==> config.mk <==
export PLATFORM = sky130hd
export DESIGN_NAME = pkt_encoder
export DESIGN_NICKNAME = d
export VERILOG_FILES = /design/src/rtl/pkt_enc_pkg.sv /design/src/rtl/pkt_byte_fifo.sv /design/src/rtl/pkt_crc8.sv /design/src/rtl/pkt_frame_fsm.sv /design/src/rtl/pkt_encoder.sv
export SDC_FILE = /design/constraint.sdc
export NUM_CORES = 1
export LEC_CHECK = 0
export ABC_AREA = 1
export BUFFER_PORTS_ARGS = -buffer_cell sky130_fd_sc_hd__buf_2
export CAP_MARGIN = 5
export CORE_MARGIN = 1
export CORE_UTILIZATION = 60
export CTS_CLUSTER_SIZE = 40
export DETAILED_ROUTE_END_ITERATION = 8
export PLACE_DENSITY = 0.78
export RECOVER_POWER = 25
export SLEW_MARGIN = 20
export SYNTH_ARGS = -nofsm -noshare
export SYNTH_HDL_FRONTEND = slang
export SYNTH_SLANG_ARGS = --single-unit
==> constraint.sdc <==
create_clock -name clk -period 3.25 [get_ports clk]
set_input_delay 0.325 -clock clk [delete_from_list [all_inputs] [get_ports clk]]
set_output_delay 0.325 -clock clk [all_outputs]
set_load 0.02 [all_outputs]
==> src/rtl/pkt_enc_pkg.sv <==
package pkt_enc_pkg;

    typedef enum logic [2:0] {
        ST_IDLE,
        ST_SOF,
        ST_ADDR,
        ST_TYPE,
        ST_LEN,
        ST_DATA,
        ST_CRC
    } enc_state_t;

    localparam logic [7:0] TYPE_REPLY  = 8'h07;
    localparam logic [7:0] TYPE_STATUS = 8'h18;
    localparam logic [7:0] CRC_POLY    = 8'hD5;

    // One byte of CRC-8, most significant bit first.
    function automatic logic [7:0] crc8_step(input logic [7:0] crc_in, input logic [7:0] b);
        logic [7:0] c;
        c = crc_in ^ b;
        for (int i = 0; i < 8; i++) begin
            if (c[7]) c = {c[6:0], 1'b0} ^ CRC_POLY;
            else      c = {c[6:0], 1'b0};
        end
        return c;
    endfunction

endpackage

==> src/rtl/pkt_byte_fifo.sv <==
module pkt_byte_fifo #(
    parameter int DEPTH = 16,
    localparam int AW    = (DEPTH > 1) ? $clog2(DEPTH) : 1,
    localparam int CNT_W = $clog2(DEPTH + 1)
) (
    input  logic             clk,
    input  logic             rst_n,
    input  logic             push,
    input  logic [7:0]       din,
    input  logic             pop,
    output logic [7:0]       dout,
    output logic             full,
    output logic             empty,
    output logic [CNT_W-1:0] count
);

    localparam logic [CNT_W-1:0] FULL_CNT = CNT_W'(DEPTH);
    localparam logic [AW-1:0]    LAST_PTR = AW'(DEPTH - 1);

    logic [7:0]    mem [DEPTH];
    logic [AW-1:0] wr_ptr, rd_ptr;

    always_ff @(posedge clk) begin
        if (push) mem[wr_ptr] <= din;
    end

    always_ff @(posedge clk or negedge rst_n) begin
        if (!rst_n) begin
            wr_ptr <= '0;
            rd_ptr <= '0;
            count  <= '0;
        end else begin
            if (push) wr_ptr <= (wr_ptr == LAST_PTR) ? '0 : wr_ptr + 1'b1;
            if (pop)  rd_ptr <= (rd_ptr == LAST_PTR) ? '0 : rd_ptr + 1'b1;
            unique case ({push, pop})
                2'b10:   count <= count + 1'b1;
                2'b01:   count <= count - 1'b1;
                default: count <= count;
            endcase
        end
    end

    assign dout  = mem[rd_ptr];
    assign full  = (count == FULL_CNT);
    assign empty = (count == '0);

    a_r10_no_overflow: assert property (@(posedge clk) disable iff (!rst_n)
        push |-> !full);
    a_r11_no_underflow: assert property (@(posedge clk) disable iff (!rst_n)
        pop |-> !empty);

endmodule

==> src/rtl/pkt_crc8.sv <==
module pkt_crc8
    import pkt_enc_pkg::*;
(
    input  logic       clk,
    input  logic       rst_n,
    input  logic       clear,
    input  logic       en,
    input  logic [7:0] din,
    output logic [7:0] crc
);

    always_ff @(posedge clk or negedge rst_n) begin
        if (!rst_n)     crc <= '0;
        else if (clear) crc <= '0;
        else if (en)    crc <= crc8_step(crc, din);
    end

endmodule

==> src/rtl/pkt_frame_fsm.sv <==
module pkt_frame_fsm
    import pkt_enc_pkg::*;
#(
    parameter int         CNT_W    = 5,
    parameter logic [7:0] SOF_BYTE = 8'h7E
) (
    input  logic             clk,
    input  logic             rst_n,
    input  logic             go,
    input  logic [7:0]       addr_in,
    input  logic             kind_in,
    input  logic [CNT_W-1:0] fifo_count,
    input  logic [7:0]       fifo_dout,
    input  logic [7:0]       crc_val,
    input  logic             tx_ready,
    output logic             tx_valid,
    output logic [7:0]       tx_data,
    output logic             busy,
    output logic             fifo_pop,
    output logic             crc_clear,
    output logic             crc_en
);

    enc_state_t state_q, state_d;
    logic [7:0] addr_q, type_q, len_q, rem_q;
    logic       accept, start_ok;
    logic [15:0] cnt_ext;
    logic [7:0]  len_cap;

    assign accept   = tx_valid && tx_ready;
    assign start_ok = (state_q == ST_IDLE) && go;
    assign cnt_ext  = 16'(fifo_count);
    assign len_cap  = (cnt_ext > 16'd255) ? 8'hFF : cnt_ext[7:0];

    always_ff @(posedge clk or negedge rst_n) begin
        if (!rst_n) state_q <= ST_IDLE;
        else        state_q <= state_d;
    end

    always_ff @(posedge clk or negedge rst_n) begin
        if (!rst_n) begin
            addr_q <= '0;
            type_q <= '0;
            len_q  <= '0;
            rem_q  <= '0;
        end else if (start_ok) begin
            addr_q <= addr_in;
            type_q <= kind_in ? TYPE_STATUS : TYPE_REPLY;
            len_q  <= len_cap;
            rem_q  <= len_cap;
        end else if (state_q == ST_DATA && accept) begin
            rem_q  <= rem_q - 8'd1;
        end
    end

    always_comb begin
        state_d = state_q;
        unique case (state_q)
            ST_IDLE: if (go)     state_d = ST_SOF;
            ST_SOF:  if (accept) state_d = ST_ADDR;
            ST_ADDR: if (accept) state_d = ST_TYPE;
            ST_TYPE: if (accept) state_d = ST_LEN;
            ST_LEN:  if (accept) state_d = (len_q == 8'd0) ? ST_CRC : ST_DATA;
            ST_DATA: if (accept && rem_q == 8'd1) state_d = ST_CRC;
            ST_CRC:  if (accept) state_d = ST_IDLE;
            default: state_d = ST_IDLE;
        endcase
    end

    always_comb begin
        tx_valid = (state_q != ST_IDLE);
        busy     = (state_q != ST_IDLE);
        tx_data  = 8'h00;
        unique case (state_q)
            ST_SOF:  tx_data = SOF_BYTE;
            ST_ADDR: tx_data = addr_q;
            ST_TYPE: tx_data = type_q;
            ST_LEN:  tx_data = len_q;
            ST_DATA: tx_data = fifo_dout;
            ST_CRC:  tx_data = crc_val;
            default: tx_data = 8'h00;
        endcase
        fifo_pop  = (state_q == ST_DATA) && accept;
        crc_clear = start_ok;
        crc_en    = accept && (state_q == ST_ADDR || state_q == ST_TYPE ||
                               state_q == ST_LEN  || state_q == ST_DATA);
    end

    a_r6_hold_byte: assert property (@(posedge clk) disable iff (!rst_n)
        tx_valid && !tx_ready |=> tx_valid && $stable(tx_data));
    a_r7_busy_ends_on_crc: assert property (@(posedge clk) disable iff (!rst_n)
        $fell(busy) |-> $past(state_q == ST_CRC && tx_ready));
    a_r8_go_ignored: assert property (@(posedge clk) disable iff (!rst_n)
        busy && go |=> $stable(addr_q) && $stable(type_q) && $stable(len_q));
    a_r4_zero_len_skips_data: assert property (@(posedge clk) disable iff (!rst_n)
        state_q == ST_LEN && accept && len_q == 8'd0 |=> state_q == ST_CRC);

endmodule

==> src/rtl/pkt_encoder.sv <==
module pkt_encoder #(
    parameter int         DEPTH    = 16,
    parameter logic [7:0] SOF_BYTE = 8'h7E,
    localparam int        CNT_W    = $clog2(DEPTH + 1)
) (
    input  logic       clk,
    input  logic       rst_n,
    input  logic       wr_en,
    input  logic [7:0] wr_data,
    output logic       wr_ready,
    input  logic [7:0] pkt_addr,
    input  logic       pkt_kind,
    input  logic       go,
    output logic       busy,
    output logic [7:0] tx_data,
    output logic       tx_valid,
    input  logic       tx_ready
);

    logic             push, pop, full, empty, crc_clear, crc_en;
    logic [7:0]       fifo_dout, crc_val;
    logic [CNT_W-1:0] fifo_count;

    assign wr_ready = !busy && !full;
    assign push     = wr_en && wr_ready;

    pkt_byte_fifo #(.DEPTH(DEPTH)) u_fifo (
        .clk   (clk),
        .rst_n (rst_n),
        .push  (push),
        .din   (wr_data),
        .pop   (pop),
        .dout  (fifo_dout),
        .full  (full),
        .empty (empty),
        .count (fifo_count)
    );

    pkt_crc8 u_crc (
        .clk   (clk),
        .rst_n (rst_n),
        .clear (crc_clear),
        .en    (crc_en),
        .din   (tx_data),
        .crc   (crc_val)
    );

    pkt_frame_fsm #(.CNT_W(CNT_W), .SOF_BYTE(SOF_BYTE)) u_fsm (
        .clk        (clk),
        .rst_n      (rst_n),
        .go         (go),
        .addr_in    (pkt_addr),
        .kind_in    (pkt_kind),
        .fifo_count (fifo_count),
        .fifo_dout  (fifo_dout),
        .crc_val    (crc_val),
        .tx_ready   (tx_ready),
        .tx_valid   (tx_valid),
        .tx_data    (tx_data),
        .busy       (busy),
        .fifo_pop   (pop),
        .crc_clear  (crc_clear),
        .crc_en     (crc_en)
    );

    a_r9_count_frozen_busy: assert property (@(posedge clk) disable iff (!rst_n)
        busy |=> fifo_count <= $past(fifo_count));

endmodule

; Yosys cells after proc, flatten, opt, wreduce, memory -nomap -nowiden
; Memories as Yosys holds them, arrays and structs flattened.
; Index checks and enable logic that the tools add are counted.
[op_classes]
muxes = 43
n_eq_ne = 19
order_cmp = 1
n_addsub = 5
n_reduce_logical = 19
n_bitwise = 9
[ops]
columns = cell, n
row1 = 2-to-1 mux 8 bit, 27
row2 = one-hot mux 8 bit (6 select lines), 1
row3 = NOT 5 bit, 8
row4 = 2-to-1 mux 3 bit, 7
row5 = one-hot mux 3 bit (7 select lines), 1
row6 = inequality test 2 x 1 -> 1 bit (second input constant), 5
row7 = one-hot mux 5 bit (2 select lines), 1
row8 = == test 3 bit (second input constant), 3
row9 = adder 4 x 1 -> 4 bit (second input constant), 2
row10 = == test 4 bit (second input constant), 2
row11 = == test 8 x 1 -> 1 bit (second input constant), 1
row12 = greater-than comparator 5 x 8 -> 1 bit (second input constant), 1
row13 = logical NOT 8 bit, 1
row14 = 2-to-1 mux 4 bit, 2
row15 = subtractor 8 x 1 -> 8 bit (second input constant), 1
row16 = bitwise XOR 8 bit, 1
row17 = logical AND 1 bit, 7
row18 = AND reduction 7 bit, 1
row19 = == test 3 x 2 -> 1 bit (second input constant), 2
row20 = nonzero test 2 bit, 3
row21 = adder 5 x 1 -> 5 bit (second input constant), 1
row22 = == test 5 bit (second input constant), 1
row23 = 2-to-1 mux 5 bit, 1
row24 = subtractor 5 x 1 -> 5 bit (second input constant), 1
row25 = other kinds (10), 15
[word_totals]
ramBits = 128
mem_count = 1
in_bits = 22
out_inout_bits = 11
wordCells = 106
ff_bits = 56
[memory_table]
columns = memory, words, width, read_ports, rd_ports_with_merged_regs, write_ports, line_no
row1 = u_fifo.mem, 16, 8, 1, 0, 1, pkt_byte_fifo.sv:20  ; logic [7:0] mem [DEPTH];

; Depth between registers and ports, before layout
; Gate-level depths: netlist of run 1.
[logic_depth]
word_depth = 35
ltp_mapped = 29
ltp_nobuf = 27

; By module
; A second synthesis of run 1 with hierarchy kept.
[hier_totals]
cells_unflattened = 916
hier_area_um2 = 8645.8
[modules_own_cells]
columns = mod, area_per_inst_um2, instances, cells_per_inst
row1 = pkt_byte_fifo, 6020.8, 1, 528
row2 = pkt_frame_fsm, 1621.6, 1, 238
row3 = pkt_crc8, 975.9, 1, 144
row4 = pkt_encoder, 27.5, 1, 6

; Worst setup path after synthesis of run 1
; No wires, ideal clock.
[synth_timing]
kind = register to register
startpoint = register u_fsm.state_q[1]
endpoint = register u_fifo.count[4]
t_required_ns = 3.171
stages_incl_launch_ff = 15
slack_ns = 0.645
path_buffers = 2
t_arrival_ns = 2.526
cell_sequence = dfrtp_1 > buf_2 > nor3_4 > inv_1 > nor2_1 > clkbuf_1 > ha_1 > inv_1 > fa_1 > nor2_1 > a211oi_1 > nand2_1 > nand2_1 > nor2_1 > xor2_1
[synth_via]
word_cells_on_any_way = 11
[synth_lines]
columns = item, line_no
row1 = start: declaration, pkt_frame_fsm.sv:24  ; enc_state_t state_q, state_d;
row2 = start signal: assignment, pkt_frame_fsm.sv:37  ; else state_q <= state_d;
row3 = nonzero test 3 bit, pkt_frame_fsm.sv:71  ; tx_valid = (state_q != ST_IDLE);
row4 = logical AND 1 bit, pkt_frame_fsm.sv:30  ; assign accept = tx_valid && tx_ready;
row5 = logical AND 1 bit (*), pkt_frame_fsm.sv:83  ; fifo_pop = (state_q == ST_DATA) && accept;
row6 = net pop, pkt_encoder.sv:20  ; logic push, pop, full, empty, crc_clear, crc_en;
row7 = == test 2 x 1 -> 1 bit / == test 2 bit (equally long branches), pkt_byte_fifo.sv:35  ; unique case ({push, pop})
row8 = one-hot mux 5 bit (2 select lines) / nonzero test 2 bit (equally long branches), --
row9 = end signal: assignment, pkt_byte_fifo.sv:36  ; 2'b10: count <= count + 1'b1;
row10 = end signal: assignment, pkt_byte_fifo.sv:37  ; 2'b01: count <= count - 1'b1;
row11 = end signal: assignment, pkt_byte_fifo.sv:38  ; default: count <= count;
row12 = end: declaration, pkt_byte_fifo.sv:14  ; output logic [CNT_W-1:0] count
; The timed path passes the listed nets; every way through them passes the cells marked *.
; A chain may end at the register's enable or synchronous reset.

; Worst setup path in the final report of run 1
[layout_timing]
startpoint = register u_fifo.rd_ptr[0]
endpoint = register u_crc.crc[7]
[layout_via]
elab_chain_cells = 32
word_cells_on_any_way = 35
[layout_rtl]
columns = item, line_no
row1 = start: declaration, pkt_byte_fifo.sv:21  ; logic [AW-1:0] wr_ptr, rd_ptr;
row2 = start signal: assignment, pkt_byte_fifo.sv:34  ; if (pop) rd_ptr <= (rd_ptr == LAST_PTR) ? '0 : rd_ptr + 1'b1;
row3 = memory (16 x 8 bit) (*), --
row4 = one-hot mux 8 bit (6 select lines) (*), pkt_frame_fsm.sv:74  ; unique case (state_q)
row5 = bitwise XOR 8 bit (*), pkt_enc_pkg.sv:20  ; c = crc_in ^ b;
row6 = NOT 5 bit (no line), --
row7 = 2-to-1 mux 8 bit (*), pkt_enc_pkg.sv:22  ; if (c[7]) c = {c[6:0], 1'b0} ^ CRC_POLY;
row8 = 2-to-1 mux 8 bit (*), pkt_crc8.sv:15  ; else if (en) crc <= crc8_step(crc, din);
row9 = 2-to-1 mux 8 bit (*), pkt_crc8.sv:14  ; else if (clear) crc <= '0;
row10 = NOT 5 bit (no line) / 2-to-1 mux 8 bit (equally long branches), --
row11 = [16 not listed], --
row12 = NOT 5 bit (no line) / 2-to-1 mux 8 bit (equally long branches), --
row13 = 2-to-1 mux 8 bit (*), pkt_enc_pkg.sv:22
row14 = 2-to-1 mux 8 bit (*), pkt_crc8.sv:15
row15 = 2-to-1 mux 8 bit (*), pkt_crc8.sv:14
row16 = NOT 5 bit (no line), --
row17 = 2-to-1 mux 8 bit (*), pkt_enc_pkg.sv:22
row18 = 2-to-1 mux 8 bit (*), pkt_crc8.sv:15
row19 = 2-to-1 mux 8 bit (*), pkt_crc8.sv:14
row20 = end signal: assignment, pkt_crc8.sv:15
row21 = end: declaration, pkt_crc8.sv:9  ; output logic [7:0] crc
; Mark *: on every way between the ends. The rest lies on a longest branch, timed or not. The select of a mux whose other input is x is not followed.

==> flow_summary.yaml, run 1 <==
status:
  status: "completed"
placed_design:
  dpl.hpwl_um: 12400
  place_ws_ns: 0.444
  gp_congestion: 0.888
  dp.cells: 1123
  port_buffers: 32
detailed_routing:
  avgViaCountPerCell: 5.51
  vias: 6369
  remaining_drc_errors: 0
  drt_iter0_drc: 610
  ant_nets: 0
  finalWirelength_um: 18800
  avgRoutedWirePerCell_um: 16.2
  firstDrtPassIters: 8
grt:
  grt_pass1_vias: 6014
  antenna_found_initial: 0
  grt-ovfl-total: 0
  grt_max_degree: 70
  grt_first_pass_wirelength_um: 30300
  grt.total_usage: 0.278
logic_synthesis:
  syn_area_um2: 8550
  synth_area_leaders: "edfxtp_1 (45%), dfrtp_1 (14%), nand2_1 (12%)"
  synth_cell_types: 38
  synth_top_area_cell: "edfxtp_1"
  synthCells: 917
  ys.flop_type: "edfxtp_1"
  ys_async_sr_fraction: 0.269
  ys_ff_latch: 175
  postSynthAreaPerCell_um2: 9.32
  synth_edf_count: 128
  synth.most_common_cell: "nand2_1"
  ys_top_cells_by_count: "nand2_1 (265), edfxtp_1 (128), nor2_1 (98), inv_1 (94), nand3_1 (76)"
  syn_nets: 951
  yosysSeqAreaShare: 0.587
  ys_warn_count: 0
  synth_top_area_share: 0.450
floorplanning:
  dieArea_um2: 14700
  initial_core_util: 0.616
  rows: 43
  fp.dieH_um: 121
  coreArea_um2: 13900
  fp.dieW_um: 121
  num_io_pins: 33
worst_setup_path:
  cp_max_fo: 69
  r2r.worst_path.cells: 26
  r2r_start: "u_fifo.rd_ptr[0]"
  cp-end-kind: "flop"
  crit_path_end: "u_crc.crc[7]"
  crit_required_ns: 3.56
  arrival_ns: 3.12
  worst_r2r_endpoint: "u_crc.crc[7]"
  crit_type: "flop to flop"
  critPathLaunch: "u_fifo.rd_ptr[0]"
  r2r_slack_ns: 0.44
  startpoint_type: "flop"
clocking:
  cts_setup_buffers: 0
  cts-root-buf: "clkbuf_16"
  clk_pin_slew_ns: 0.07
  insertion_delay_ns: 0.43
  cts_buffer_depth: 2
  clock_sinks: 175
  htreeDepth: 4
  tritoncts: "done"
  numCtsBuffers: 17
final_layout:
  synthToLayoutAreaGrowth_pct: 10.7
  fillers: 1066
  antenna_cells: 0
  final_nets: 997
  layout-drive-gt1-share: 0.120
  fin_cells: 1155
power_and_ir_drop:
  p_int_uw: 5460
  swShare: 0.440
  powerDensity_nw_per_um2: 1030
  pwr-share-comb: 0.488
  p_sw_uw: 4290
  p_seq_frac: 0.307
  p_clk_frac: 0.205
  leakagePower_uw: 0.00412
  vdd_drop_max_mv: 0.517
sta:
  fin_ws_ns: 0.445
  fin_crit_ns: 2.81
  drv_slew: 0
  worstMarginPinSlew_ns: 0.812
  setup_viol: 0
  relSlewSlack: 0.459
  fmax_ghz: 0.356
  fin_setup_tns_ns: 0
  period_share: 0.863
  rsz0062_at_grt: "no"
  fin_skew_ns: 0.00938
  finalHoldViolations: 0
job:
  cap_violations: 0
worst_hold_path:
  hold_class: "input pin to flop"
worst max-delay path, stage by stage, from the launching register on:
cell     delay [ns]
dfrtp_2        0.44
buf_12         0.28
nor2_1         0.09
nor2_1         0.10
o21ai_1        0.08
nand2_1        0.09
nand2_1        0.07
nand2_1        0.08
inv_1          0.05
nand2_1        0.07
nand2_1        0.09
nand2_2        0.08
nand2_1        0.05
nand2_1        0.08
nand2_1        0.05
nand2_1        0.11
nand2_1        0.09
nand2_2        0.10
nand2_1        0.07
nand2_2        0.11
inv_2          0.06
nand2_2        0.08
nand2_2        0.05
nand2_1        0.07
nand3_1        0.06
nand3_1        0.07
nand2_1        0.05
sequential cells by signal, summed over array words and instances, names as in the netlist:
| register | count |
|---|---|
| u_fifo.mem | 128 |
| u_crc.crc | 8 |
| u_fsm.addr_q | 8 |
| u_fsm.rem_q | 8 |
| u_fifo.count | 5 |
| u_fsm.len_q | 5 |
| u_fifo.rd_ptr | 4 |
| u_fifo.wr_ptr | 4 |
| u_fsm.state_q | 3 |
| u_fsm.type_q | 2 |
routing by layer:
metal  GRT usage  wire [um]  up-vias
met3      0.0479       1190       27
li1            -          -     3123
met1       0.374       8150     2995
met4       0.106        359        0
met2       0.453       9050      224
met5           0          0        -
cells by family after synthesis:
kind of cell	share of synthesized area
AO/OA/AOI/OAI	0.0692
buffers and inverters	0.0724
adder cells (fa/ha/maj)	0.0184
AND/OR/NAND/NOR	0.241
flip-flops	0.587
XOR/XNOR	0.0113
worst min path at each step:
stage / from / to / slack, ns / depth (start not counted)
2_1_floorplan: rst_n / u_crc.crc[0] / 0.03 / 0
3_3_place_gp: rst_n / u_crc.crc[7] / 0.33 / 1
3_5_place_dp: rst_n / u_crc.crc[7] / 0.33 / 1
4_1_cts: pkt_addr[7] / u_fsm.addr_q[7] / 0.09 / 3
5_1_grt: pkt_kind / u_fsm.type_q[2] / 0.10 / 2
6_report: pkt_addr[7] / u_fsm.addr_q[7] / 0.10 / 3
power groups by stage:
stage	Combinational, uW	Sequential (uW)	Clock (uW)
final	4760	3000	1990
after floorplan	3800	2940	0
after global placement	4620	3020	0
after detailed placement	4710	3030	0
after global routing	5360	3040	2100
after CTS	4760	2990	2010
cell type report:
type / instances / area [um^2] / share of cell area
Timing Repair Buffer: 53 / 325 / 0.0344
Clock buffer: 18 / 429 / 0.0453
Clock inverter: 13 / 146 / 0.0155
Sequential cell: 175 / 5020 / 0.530
Tap cell: 180 / 225 / 0.0238
Multi-Input combinational cell: 609 / 2910 / 0.307
Inverter: 107 / 409 / 0.0432
cell usage in the layout, fill, tap and decap left out, types with 2 or more instances in the layout:
cell type  instances
a211oi_1           2
a21oi_1            5
a31oi_1            2
buf_2             26
buf_4             19
bufinv_16          3
clkbuf_1           7
clkbuf_16         17
clkinv_1          11
dfrtp_1           46
edfxtp_1         128
ha_1              11
inv_1             94
inv_2              6
inv_8              2
nand2_1          265
nand2_2           23
nand3_1           76
nand3_2            8
nand4_1            6
nor2_1            98
nor3_1             3
o211ai_1           5
o211ai_2           2
o21ai_0           49
o21ai_1           16
o221ai_1           4
o22ai_1           13
o31ai_1            3
xnor2_1            3
xor2_1             8
what timing repair did:
action	in CTS	in global routing
hold buffers	1	0
hold endpoints to repair	20	0
gates resized for setup	0	1
setup endpoints to repair	0	2
stage by stage:
step,util,area [um^2],hold slack (ns),power (uW)
6_report,0.682,9470,0.100,9750
5_1_grt,0.682,9470,0.105,10500
4_1_cts,0.682,9470,0.0851,9760
3_5_place_dp,0.640,8890,0.328,7740
3_3_place_gp,0.640,8890,0.332,7640
2_1_floorplan,-,8550,0.0294,6730
(Power assumes the default switching activity.)
==> run 2: changes to the inputs <==
--- a/config.mk
+++ b/config.mk
@@ -8,12 +8,13 @@
 export ABC_AREA = 1
 export BUFFER_PORTS_ARGS = -buffer_cell sky130_fd_sc_hd__buf_2
 export CAP_MARGIN = 5
+export CELL_PAD_IN_SITES_DETAIL_PLACEMENT = 1
+export CELL_PAD_IN_SITES_GLOBAL_PLACEMENT = 1
 export CORE_MARGIN = 1
-export CORE_UTILIZATION = 60
+export CORE_UTILIZATION = 48
 export CTS_CLUSTER_SIZE = 40
 export DETAILED_ROUTE_END_ITERATION = 8
-export PLACE_DENSITY = 0.78
-export RECOVER_POWER = 25
+export PLACE_DENSITY = 0.79
 export SLEW_MARGIN = 20
 export SYNTH_ARGS = -nofsm -noshare
 export SYNTH_HDL_FRONTEND = slang
==> flow_summary.yaml, run 2 (synthesis gave the netlist of run 1 again) <==
worst_setup_path:
  startpoint_type: "flop"
  crit_type: "flop to flop"
  cp_num_buf_inv: 3
  cp-end-kind: "flop"
  slowest_delay_ns: 0.48
  arrival_ns: 3.25
  path_common_cell: "nand2_1"
  cp_slowest_cell: "dfrtp_2"
  path_delay_family: "simple AND/OR/NAND/NOR gates"
  cp_max_fo: 42
  worstPathCellList: "inv_8 -> buf_4 -> nor2_1 -> o21ai_0 -> nand2_1 -> nand2_1 -> inv_1 -> nand2_1 -> nand2_1 -> nand2_2 -> nand2_1 -> nand2_1 -> nand2_1 -> nand2_1 -> nand3_1 -> nand3_1 -> nand2_1 -> nand2_1 -> nand3_1 -> nand3_1 -> o21ai_0"
  crit_required_ns: 3.55
final_layout:
  largest_reg_flops: 128
  fin_cells: 1214
  synthToLayoutAreaGrowth_pct: 13.0
  antenna_cells: 0
  final_cell_mix: "nand2_1 (265), edfxtp_1 (128), nor2_1 (98)"
  layout-drive-gt1-share: 0.141
  final_common_cell: "nand2_1"
  final_nets: 1010
  largest_register: "u_fifo.mem"
sta:
  period_share: 0.905
  setup_viol: 0
  fmax_ghz: 0.340
  relSlewSlack: 0.543
  drv_slew: 0
  rsz0062_at_grt: "no"
  worstMarginPinSlew_ns: 0.679
  fin_setup_tns_ns: 0
  finalHoldViolations: 0
  fin_crit_ns: 2.94
  fin_skew_ns: 0.0101
detailed_routing:
  avgRoutedWirePerCell_um: 19.1
  finalWirelength_um: 23200
  remaining_drc_errors: 0
  drt_iter0_drc: 431
  ant_nets: 0
  vias: 6624
  avgViaCountPerCell: 5.46
  firstDrtPassIters: 5
floorplanning:
  initial_core_util: 0.493
  coreArea_um2: 17400
  fp.dieH_um: 135
  rows: 48
  fp.dieW_um: 135
  num_io_pins: 33
  dieArea_um2: 18300
job:
  cap_violations: 0
power_and_ir_drop:
  total_power_uw: 10200
  p_sw_uw: 4630
  vdd_drop_max_mv: 0.638
  pwr-share-comb: 0.500
  powerDensity_nw_per_um2: 1060
  swShare: 0.454
  p_int_uw: 5570
  leakagePower_uw: 0.00422
  p_seq_frac: 0.294
  p_clk_frac: 0.206
clocking:
  insertion_delay_ns: 0.44
  htreeDepth: 4
  clock_sinks: 175
  numCtsBuffers: 17
  cts_buffer_depth: 2
  clk_pin_slew_ns: 0.06
  tritoncts: "done"
  cts_setup_buffers: 0
  cts-root-buf: "clkbuf_16"
grt:
  busiest_layer: "met2"
  grt.total_usage: 0.276
  grt_util_met3: 0.0464
  use_met2: 0.458
  grt_first_pass_wirelength_um: 37500
  grt-ovfl-total: 0
  antenna_found_initial: 0
  met1_usage: 0.370
  grt_max_degree: 43
  grt_pass1_vias: 7019
placed_design:
  dp.cells: 1181
  port_buffers: 32
  gp_congestion: 0.851
  dpl.hpwl_um: 16000
worst_hold_path:
  hold_class: "input pin to flop"
status:
  status: "completed"
## run 2: cell types whose count changed in the layout (fill, tap and decap cells not counted)
cell        delta
buf_4         +12
buf_2          +6
clkbuf_1       -5
clkinv_1       -3
inv_6          +2
buf_12         +1
clkinv_2       +1
clkinv_4       +1
clkinvlp_2     -1
## run 2: metrics by stage
stage               cell area, um^2  hold WS, ns  utilization  setup slack [ns]
finish                         9660       0.0983        0.557             0.309
global route                   9660        0.107        0.557            0.0258
CTS                            9660       0.0951        0.556             0.221
detailed placement             9050        0.389        0.522             0.287
global placement               9050        0.386        0.522             0.365
floorplan                      8550       0.0294            -             0.645
## run 2: repair_timing
item                                    in CTS  in global routing
endpoints found under the setup margin       0                  3
hold buffers                                 1                  0
endpoints found under the hold margin       24                  0
resized for setup                            0                  1
## run 2: worst paths after layout
| path | from | to | slack (ns) | cells past startpoint |
|---|---|---|---|---|
| setup reg to reg | u_fifo.rd_ptr[0] | u_crc.crc[2] | 0.31 | 21 |
| min in group asynchronous | rst_n | u_crc.crc[4] | 0.50 | 2 |
| hold reg to reg | u_fsm.type_q[3] | u_fsm.type_q[3] | 0.49 | 2 |
| setup / recovery | u_fifo.rd_ptr[0] | u_crc.crc[2] | 0.31 | 21 |
| hold / removal | pkt_addr[7] | u_fsm.addr_q[7] | 0.1 | 3 |
| max in group asynchronous | rst_n | u_fsm.addr_q[2] | 1.96 | 3 |
## run 2: area by class of cell
cell class / count / area [um^2]
clock buffer: 19 / 433
clock inverter: 13 / 161
fill: 2011 / 7700
inverter: 107 / 409
multi-input combinational: 609 / 2910
sequential: 175 / 5020
tap: 225 / 282
timing repair buffer: 66 / 443
## run 2: worst register-to-register path, delay by kind of cell, from the launching register on
kind,cells,cell delay (ns)
AND/OR/NAND/NOR,16,1.47
buffers and inverters,3,0.49
flip-flops,1,0.48
AO/OA/AOI/OAI,2,0.39
## run 2: power by group through the flow
stage	clock network, uW	logic, uW	registers [uW]
2_1_floorplan	0	3800	2940
3_3_place_gp	0	4930	3020
3_5_place_dp	0	5020	3040
4_1_cts	2120	5090	3000
5_1_grt	2190	5690	3050
6_report	2100	5110	3000
## run 2: per-layer routing
layer  vias to the layer above  routed length (um)
li1                       3154                   -
met1                      3308               10700
met2                       133               11200
met3                        29                 843
met4                         0                 401
met5                         -                   0
==> run 3: changes to the inputs <==
--- a/config.mk
+++ b/config.mk
@@ -6,15 +6,15 @@
 export NUM_CORES = 1
 export LEC_CHECK = 0
 export ABC_AREA = 1
-export BUFFER_PORTS_ARGS = -buffer_cell sky130_fd_sc_hd__buf_2
-export CAP_MARGIN = 5
+export CAP_MARGIN = 20
 export CELL_PAD_IN_SITES_DETAIL_PLACEMENT = 1
 export CELL_PAD_IN_SITES_GLOBAL_PLACEMENT = 1
 export CORE_MARGIN = 1
-export CORE_UTILIZATION = 48
+export CORE_UTILIZATION = 50
 export CTS_CLUSTER_SIZE = 40
 export DETAILED_ROUTE_END_ITERATION = 8
-export PLACE_DENSITY = 0.79
+export DONT_BUFFER_PORTS = 1
+export PLACE_DENSITY = 0.8
 export SLEW_MARGIN = 20
 export SYNTH_ARGS = -nofsm -noshare
 export SYNTH_HDL_FRONTEND = slang
==> flow_summary.yaml, run 3 (synthesis gave the netlist of run 1 again) <==
clocking:
  clock_sinks: 175
  numCtsBuffers: 17
  cts-root-buf: "clkbuf_16"
  cts_setup_buffers: 0
  tritoncts: "done"
  htreeDepth: 4
  cts_buffer_depth: 2
  insertion_delay_ns: 0.44
  clk_pin_slew_ns: 0.07
floorplanning:
  fp.dieH_um: 133
  fp.dieW_um: 133
  rows: 47
  initial_core_util: 0.514
  coreArea_um2: 16600
  num_io_pins: 33
  dieArea_um2: 17600
final_layout:
  seq_area_um2: 5020
  synthToLayoutAreaGrowth_pct: 12.5
  finish.instance_area_um2: 9620
  multi_input_area_um2: 2920
  largest_register: "u_fifo.mem"
  final_cell_mix: "nand2_1 (265), edfxtp_1 (128), nor2_1 (98)"
  final_nets: 991
  final_common_cell: "nand2_1"
  largest_reg_flops: 128
  layout-drive-gt1-share: 0.116
  fillers: 1893
power_and_ir_drop:
  swShare: 0.463
  leakagePower_uw: 0.00416
  pwr-share-comb: 0.505
  p_seq_frac: 0.296
  p_int_uw: 5490
  p_clk_frac: 0.198
  powerDensity_nw_per_um2: 1060
  vdd_drop_max_mv: 0.623
  p_sw_uw: 4730
  total_power_uw: 10200
sta:
  rsz0062_at_grt: "no"
  fin_setup_tns_ns: 0
  fin_skew_ns: 0.0142
  fmax_ghz: 0.334
  relSlewSlack: 0.534
  worstMarginPinSlew_ns: 0.696
  fin_ws_ns: 0.260
  period_share: 0.920
  finalHoldViolations: 0
  fin_crit_ns: 2.99
  setup_viol: 0
  drv_slew: 0
grt:
  grt_first_pass_wirelength_um: 39400
  grt_max_degree: 54
  grt-ovfl-total: 0
  grt_pass1_vias: 7343
  antenna_found_initial: 1
  grt.total_usage: 0.295
placed_design:
  gp_congestion: 0.874
  port_buffers: 0
  place_ws_ns: 0.272
  dpl.hpwl_um: 16500
  placed_area_um2: 8890
worst_hold_path:
  hold_class: "input pin to flop"
worst_setup_path:
  arrival_ns: 3.31
  cp-end-kind: "flop"
  crit_type: "flop to flop"
  cp_max_fo: 44
  startpoint_type: "flop"
  crit_required_ns: 3.57
job:
  cap_violations: 0
detailed_routing:
  avgRoutedWirePerCell_um: 20.6
  ant_nets: 0
  drt_iter0_drc: 578
  remaining_drc_errors: 0
  firstDrtPassIters: 5
  avgViaCountPerCell: 5.69
  vias: 6774
  finalWirelength_um: 24500
status:
  status: "completed"
[run 3: worst max-delay path, cell delays in order, from the launching register on]
cell     delay [ns]
dfrtp_2        0.47
inv_8          0.24
buf_4          0.22
nand2_1        0.06
nand2_1        0.07
nand2_1        0.05
nand3_1        0.13
nand3_1        0.10
nand2_1        0.10
nand2_2        0.09
nand3_2        0.09
nand2_1        0.05
nand2_1        0.14
nand3_2        0.14
nand2_1        0.14
nand2_1        0.07
nand2_2        0.09
nand2_2        0.07
nand2_2        0.09
nand2_2        0.07
nand3_1        0.13
nand3_1        0.11
nand3_1        0.09
nand2_1        0.05
[run 3: repair_timing]
| action | 4_1_cts | 5_1_grt |
|---|---|---|
| endpoints found under the hold margin | 177 | 0 |
| resized for setup | 0 | 3 |
| hold buffers | 12 | 0 |
| setup endpoints to repair | 0 | 3 |
[run 3: final timing paths]
kind | start | to | slack [ns] | depth (start not counted)
max reg2reg | u_fifo.rd_ptr[0] | u_crc.crc[4] | 0.26 | 23
max in group asynchronous | rst_n | u_fifo.rd_ptr[0] | 2.59 | 2
min reg2reg | u_fifo.count[4] | u_fifo.count[4] | 0.53 | 1
min in group asynchronous | rst_n | u_fsm.addr_q[0] | 0.41 | 2
min | pkt_addr[6] | u_fsm.addr_q[6] | 0.01 | 2
max | u_fifo.rd_ptr[0] | u_crc.crc[4] | 0.26 | 23
[run 3: cell type report]
cell class | count | area share
timing repair buffer | 47 | 0.0429
tap | 220 | 0.0286
clock inverter | 7 | 0.00468
clock buffer | 25 | 0.0554
antenna | 1 | 0.000260
inverter | 107 | 0.0426
sequential | 175 | 0.522
multi-input combinational | 609 | 0.303
[run 3: stage by stage]
stage	hold slack, ns	std cells	util
floorplan	0.0294	917	-
global placement	0.0304	1146	0.534
detailed placement	0.0301	1146	0.534
CTS	0.00376	1190	0.577
global route	0.0139	1191	0.578
finish	0.0100	1191	0.578
[run 3: layer usage]
metal / global-route usage / share of wire
met2: 0.503 / 0.50
met1: 0.380 / 0.43
met3: 0.0460 / 0.039
met5: 0 / 0
met4: 0.114 / 0.028
[run 3: power by group through the flow]
stage / registers (uW) / logic [uW] / clock network (uW)
after global placement: 3020 / 4660 / 0
after CTS: 3020 / 5110 / 2040
final: 3030 / 5170 / 2030
after floorplan: 2940 / 3800 / 0
after detailed placement: 3050 / 4970 / 0
after global routing: 3070 / 5670 / 2110
